`config.mk`:
```
export PLATFORM = sky130hd
export DESIGN_NAME = blit_addr_seq
export DESIGN_NICKNAME = d
export VERILOG_FILES = /design/src/rtl/blit_addr_seq.sv
export SDC_FILE = /design/constraint.sdc
export NUM_CORES = 1
export LEC_CHECK = 0
export CAP_MARGIN = 15
export CORE_MARGIN = 10
export CORE_UTILIZATION = 41
export DETAILED_ROUTE_END_ITERATION = 6
export SETUP_SLACK_MARGIN = 0.15
export SLEW_MARGIN = 20
export SYNTH_ARGS = -nofsm -noshare
export SYNTH_HDL_FRONTEND = slang
export SYNTH_SLANG_ARGS = --single-unit
```
`constraint.sdc`:
```
create_clock -name clk -period 4.63 [get_ports clk]
set_input_delay 0.926 -clock clk [delete_from_list [all_inputs] [get_ports clk]]
set_output_delay 0.926 -clock clk [all_outputs]
set_load 0.03 [all_outputs]
```
`src/rtl/blit_addr_seq.sv`:
```
module blit_addr_seq #(
  parameter int LOW_W = 12,
  parameter int HI_W  = 8,
  parameter int DIM_W = 12,
  parameter int PIT_W = 12
) (
  input  logic                   clk,
  input  logic                   rst_n,
  input  logic                   start,
  input  logic                   reverse,
  input  logic                   src_linear,
  input  logic                   dst_linear,
  input  logic [LOW_W-1:0]       src_lo,
  input  logic [HI_W-1:0]        src_hi,
  input  logic [LOW_W-1:0]       dst_lo,
  input  logic [HI_W-1:0]        dst_hi,
  input  logic [DIM_W-1:0]       dim_x,
  input  logic [DIM_W-1:0]       dim_y,
  input  logic [PIT_W-1:0]       pitch,
  input  logic                   addr_ready,
  output logic                   addr_valid,
  output logic [LOW_W+HI_W-1:0]  src_addr,
  output logic [LOW_W+HI_W-1:0]  dst_addr,
  output logic                   busy,
  output logic                   done,
  output logic [LOW_W+HI_W-1:0]  final_dst
);
  localparam int AW = LOW_W + HI_W;

  typedef enum logic [1:0] {S_IDLE, S_RUN, S_FIN} st_t;
  st_t st;

  logic             rev_q, slin_q, dlin_q;
  logic [DIM_W-1:0] dx_q, dy_q, x_cnt, y_cnt;
  logic [AW-1:0]    pit_q;
  logic [AW-1:0]    s_cur, s_row, d_cur, d_row;
  logic [AW-1:0]    s_nxt, s_row_nxt, d_nxt, d_row_nxt;
  logic             last_col, last_pix, zero_dim, accept;

  assign zero_dim = (dim_x == '0) || (dim_y == '0);
  assign last_col = (x_cnt == dx_q - 1'b1);
  assign last_pix = last_col && (y_cnt == dy_q - 1'b1);
  assign accept   = (st == S_RUN) && addr_ready;

  function automatic logic [AW-1:0] step_addr(input logic [AW-1:0] cur,
                                               input logic [AW-1:0] row,
                                               input logic lin,
                                               input logic rev,
                                               input logic eol,
                                               input logic [AW-1:0] pit);
    if (!lin && eol) step_addr = rev ? row - pit : row + pit;
    else             step_addr = rev ? cur - 1'b1 : cur + 1'b1;
  endfunction

  assign s_nxt     = step_addr(s_cur, s_row, slin_q, rev_q, last_col, pit_q);
  assign d_nxt     = step_addr(d_cur, d_row, dlin_q, rev_q, last_col, pit_q);
  assign s_row_nxt = (!slin_q && last_col) ? s_nxt : s_row;
  assign d_row_nxt = (!dlin_q && last_col) ? d_nxt : d_row;

  always_ff @(posedge clk) begin
    if (!rst_n) begin
      st     <= S_IDLE;
      rev_q  <= 1'b0;
      slin_q <= 1'b0;
      dlin_q <= 1'b0;
      dx_q   <= '0;
      dy_q   <= '0;
      pit_q  <= '0;
      x_cnt  <= '0;
      y_cnt  <= '0;
      s_cur  <= '0;
      s_row  <= '0;
      d_cur  <= '0;
      d_row  <= '0;
    end else begin
      case (st)
        S_IDLE: if (start) begin
          rev_q  <= reverse;
          slin_q <= src_linear;
          dlin_q <= dst_linear;
          dx_q   <= dim_x;
          dy_q   <= dim_y;
          pit_q  <= {{(AW-PIT_W){1'b0}}, pitch};
          x_cnt  <= '0;
          y_cnt  <= '0;
          s_cur  <= {src_hi, src_lo};
          s_row  <= {src_hi, src_lo};
          d_cur  <= {dst_hi, dst_lo};
          d_row  <= {dst_hi, dst_lo};
          st     <= zero_dim ? S_FIN : S_RUN;
        end
        S_RUN: if (accept) begin
          s_cur <= s_nxt;
          s_row <= s_row_nxt;
          d_cur <= d_nxt;
          d_row <= d_row_nxt;
          x_cnt <= last_col ? '0 : x_cnt + 1'b1;
          y_cnt <= last_col ? y_cnt + 1'b1 : y_cnt;
          if (last_pix) st <= S_FIN;
        end
        default: st <= S_IDLE;
      endcase
    end
  end

  assign addr_valid = (st == S_RUN);
  assign done       = (st == S_FIN);
  assign busy       = (st != S_IDLE);
  assign src_addr   = s_cur;
  assign dst_addr   = d_cur;
  assign final_dst  = d_cur;
endmodule


```
Word level (Yosys, flattened, before mapping) --
Cells that the tools add are included.
Word-level totals: output and inout port bits 63, register bits after elaboration 145, logic and storage cells 83
Operators by class: reductions and logical operators 18, muxes and demuxes 30, equal/unequal tests 10, add/sub/neg operators 12
Operators by type and width (count):
- $mux 20 | 14
- $pmux 20 s2 | 4
- $mux 12 | 5
- $pmux 12 s2 | 2
- $add 20x1->20 const B | 2
- $add 20x12->20 | 2
- $sub 20x1->20 const B | 2
- $sub 20x12->20 | 2
- $add 12x1->12 const B | 2
- $eq 12x12->1 | 2
- $logic_not 12->1 | 2
- $sub 12x1->12 const B | 2
- $reduce_and 4->1 | 3
- $ne 2x1->1 const B | 5
- $mux 2 | 4
- $reduce_and 3->1 | 2
- $logic_and 1x1->1 | 4
- $pmux 2 s2 | 1
- $reduce_bool 2->1 | 2
- $eq 2x1->1 const B | 1
- $eq 2x2->1 const B | 1
- $logic_not 1->1 | 2
- $logic_not 2->1 | 1
- $ne 2x2->1 const B | 1
- 2 further kinds | 2

Longest topological paths before layout --
depth after elaboration 7, mapped depth 17

Worst setup path before layout --
OpenSTA, ideal clock, no wires.
path kind register to register, start reg rev_q, end reg d_cur[18] (netlist: dst_addr[18]), stages on the path, launching flop included 16, data arrival time 4498 ps, setup time 131 ps, required time 4499 ps, period minus slack after synthesis 4628 ps, path slack 2 ps, cell sequence dfxtp_1 -> clkbuf_1 -> buf_2 -> mux2i_1 -> fa_1 -> a21o_1 -> a31o_2 -> a311o_1 -> maj3_2 -> o21a_1 -> maj3_2 -> o211ai_1 -> a31oi_1 -> or3_1 -> a31oi_1 -> o31ai_1
Between the ends: longest elaborated chain between the ends 4, elaborated cells between the ends (all ways) 5, those cells by class mux: 5
Ends and longest elaborated chain:
- start: declaration | line 33 | logic rev_q, slin_q, dlin_q;
- start signal: assignment | line 78 | rev_q <= reverse;
- $mux 20 (on tied branches) | line 52, 51
- $mux 20 (*) | line 51 | if (!lin && eol) step_addr = rev ? row - pit : row + pit;
- $mux 20 (*) | line 92 | S_RUN: if (accept) begin
- $pmux 20 s2 (*) | line 76 | case (st)
- end signal: assignment | line 88 | d_cur <= {dst_hi, dst_lo};
- end signal: assignment | line 95 | d_cur <= d_nxt;
- end: declaration | line 36 | logic [AW-1:0] s_cur, s_row, d_cur, d_row;
Mark *: on every way between the ends. The rest lies on a longest branch, timed or not. The select of a mux whose other input is x is not followed. A chain may end at the register's enable or synchronous reset.

Worst setup path after layout --
start reg pit_q[1], end reg d_cur[18] (netlist: dst_addr[18])
Between the ends: longest elaborated chain between the ends 5, elaborated cells between the ends (all ways) 6, those cells by class add/sub: 2; mux: 4
Ends and longest elaborated chain:
- start: declaration | line 35 | logic [AW-1:0] pit_q;
- start signal: assignment | line 83 | pit_q <= {{(AW-PIT_W){1'b0}}, pitch};
- $add 20x12->20 / $sub 20x12->20 (equally long branches) | line 51
- $mux 20 (*) (2 in a row) | line 51
- $mux 20 (*) | line 92
- $pmux 20 s2 (*) | line 76
Marked as above.

==> impl_metrics.env <==
export IMPL_synth_seq_cells=145
export IMPL_synth_most_common_cell="nand2_1"
export IMPL_dpl_hpwl_um=25000
export IMPL_synthSimpleGateAreaFrac_pct=23.0
export IMPL_synth_cells=1453
export IMPL_yosys_area_top_type_share_pct=26.5
export IMPL_tns_ns=0
export IMPL_drive_gt1_share_pct=6.02
export IMPL_cp_data_required_time_ns=4.92
export IMPL_yosys_area_top_type="dfxtp_1"
export IMPL_ioPinCount=146
export IMPL_synth_common_cells="nand2_1, a21oi_1, dfxtp_1"
export IMPL_grt_pass1_wl_um=53600
export IMPL_synth_edf_count=0
export IMPL_grt_max_degree=72
export IMPL_muxShareOfSynthArea_pct=0.183
export IMPL_ir_worst_vdd_uv=258
export IMPL_clk_path_buf_depth=2
export IMPL_synth_async_reset_ratio_pct=0
export IMPL_core_area_um2=26100
export IMPL_synthTopCellsByArea="dfxtp_1, ha_1, a21oi_1"
export IMPL_synth_nets=1605
export IMPL_num_vias=10500
export IMPL_fin_crit_sh_pct=90.5
export IMPL_wl_per_cell_um=17.4
export IMPL_synth_top_family_by_area="compound AO/OA/AOI/OAI gates"
export IMPL_critPathArrivalTime_ns=4.48
export IMPL_finalHoldViolations=0
export IMPL_syn_avg_cell_area_um2=7.53
export IMPL_place_congestion=0.896
export IMPL_synthAdderAreaFrac_pct=9.46
export IMPL_drv_slew=0
export IMPL_clk_pin_slew_worst_paths_ns=0.07
export IMPL_antenna_left=0
export IMPL_yosys_most_used_dff="dfxtp_1"
export IMPL_grt_pass1_vias=10400
export IMPL_setup_violations=0
export IMPL_postCtsSetupBuffers=0
export IMPL_h_tree_depth=4
export IMPL_insertion_delay_ns=0.43
export IMPL_critPathBufInv=1
export IMPL_seq_area_frac_synth_pct=26.5
export IMPL_drc=0
export IMPL_die_h_um=183
export IMPL_num_rows=59
export IMPL_slowest_stage="dfxtp_1"
export IMPL_crit_fanout=10
export IMPL_drt_iter0_markers=625
export IMPL_cap_violations=0
export IMPL_max_freq_ghz=0.239
export IMPL_r2r_cells=16
export IMPL_synth_compound_area_share_pct=26.1
export IMPL_yosys_warnings=0
export IMPL_ys_types=90
export IMPL_worstMarginPinSlew_ns=0.956
export IMPL_hold_class="reg -> reg"
export IMPL_critPathKind="reg -> reg"
export IMPL_status="finished clean"
export IMPL_overflow=0
export IMPL_whs_ns=0.469
export IMPL_area_growth_pct=20.3
export IMPL_slew_headroom_pct=36.1
export IMPL_ctsHoldBuffers=0
export IMPL_netlist_area_um2=10900
export IMPL_grtUsageTotal_pct=19.5
export IMPL_initial_core_util_pct=41.9
export IMPL_end_kind="flop"
export IMPL_diodes=0
export IMPL_hold_depth=2
export IMPL_crit_cells=16
export IMPL_r2r_setup_slack_ns=0.44
export IMPL_critPathMaxStageDelay_ns=0.52
export IMPL_first_pass_iters=5
export IMPL_cts_resized=0
export IMPL_antenna_found_initial=1
export IMPL_port_buffers=145
export IMPL_num_nets_final=1703
export IMPL_path_cells="inv_1 > ha_1 > nor2_1 > xnor2_1 > ha_1 > a21o_1 > a31o_2 > a311o_1 > maj3_2 > o21a_1 > maj3_2 > o211ai_1 > a31oi_1 > or3_1 > a31oi_1 > o31ai_1"
export IMPL_finClkSkew_ns=0.00977
export IMPL_die_w_um=183
export IMPL_cts_root_buf="clkbuf_16"
export IMPL_rsz0062_at_grt="false"
export IMPL_cp_top_family="compound AO/OA/AOI/OAI gates"
export IMPL_powerDensity_nw_per_um2=372
export IMPL_synth_xor_area_share_pct=9.10
export IMPL_tritoncts="yes"
export IMPL_die_area_um2=33600
export IMPL_min_period_ns=4.19
export IMPL_cts_num_sinks=145
export IMPL_cts_buffers=17
export IMPL_setup_worst_path_start_class="flop"
export IMPL_vias_per_cell=5.53
export IMPL_routed_wl_um=33000
export IMPL_p_leak_nw=5.25
[cell usage in the layout (no fill, tap or decap), types with 8 or more instances in the layout]
master and instances:
a211oi_1 35, a21o_1 25, a21oi_1 160, a31oi_1 23, and2_1 12, and3_1 24, buf_4 21, clkbuf_16 17
clkdlybuf4s50_1 145, dfxtp_1 144, ha_1 65, inv_1 46, maj3_1 12, nand2_1 201, nand2b_1 14, nand3_1 38
nor2_1 119, nor2b_1 11, nor3_1 28, nor3b_1 12, nor4_1 11, o211ai_1 11, o21a_1 13, o21ai_0 81
o31ai_1 8, or2_2 9, or3_1 16, xnor2_1 76, xor2_1 34
[state kept, by name (all words and copies together) (netlist names)]
name	cells
st	2
dy_q	12
dst_addr	20
dx_q	12
y_cnt	12
rev_q	1
d_row	20
slin_q	1
src_addr	20
s_row	20
dlin_q	1
pit_q	12
x_cnt	12
[final cells by class]
class,instances,area [um2]
Clock buffer,18,439
Sequential cell,145,2900
Timing Repair Buffer,167,1630
Fill cell,2597,13000
Tap cell,335,419
Inverter,48,180
Multi-Input combinational cell,1172,7440
Clock inverter,11,158
[tightest hold or removal path: stages, from the launching register on]
cell     delay [ns]
dfxtp_1        0.31
nand2_1        0.05
a21oi_1        0.05
[per-layer routing]
| metal | track usage (%) | up-vias | routed length, um | share of wire, % |
|---|---|---|---|---|
| met2 | 33.1 | 233 | 15600 | 47 |
| met5 | 0 | - | 13 | 0.039 |
| met3 | 4.45 | 35 | 1780 | 5.4 |
| met4 | 5.48 | 2 | 563 | 1.7 |
| met1 | 24.1 | 4814 | 15000 | 46 |
| li1 | - | 5392 | - | - |
[cell families after synthesis]
kind of cell,after synthesis
xor gates and xnor gates,112
and+or+nand+nor,528
adders and majority gates,83
AOI/OAI and AO/OA,447
muxes,2
DFF,145
buffers and inverters,136
[power by group]
part / leakage (nW) / total [W] / internal (W) / switching [W]
Sequential: 1.19 / 0.00149 / 0.00136 / 0.000131
Combinational: 3.78 / 0.00197 / 0.000830 / 0.00114
Clock: 0.285 / 0.00144 / 0.000860 / 0.000578
[through the flow]
step / power (W) / cell area [um2] / util [%] / setup slack, ns / std cells
3_3_place_gp: 0.00346 / 12600 / 48.1 / 0.489 / 1867
5_1_grt: 0.00522 / 13200 / 50.4 / 0.160 / 1896
6_report: 0.00490 / 13200 / 50.4 / 0.441 / 1896
2_1_floorplan: 0.00295 / 10900 / - / 0.311 / 1453
4_1_cts: 0.00494 / 13200 / 50.4 / 0.435 / 1896
3_5_place_dp: 0.00348 / 12600 / 48.1 / 0.444 / 1867
[path summary, 6_finish.rpt]
path,start,endpoint
max,pit_q[1],dst_addr[18]
min reg2reg,dy_q[11],dy_q[11]
max reg2reg,pit_q[1],dst_addr[18]
min,dy_q[11],dy_q[11]
No activity file was read; power rests on OpenSTA's default activity.
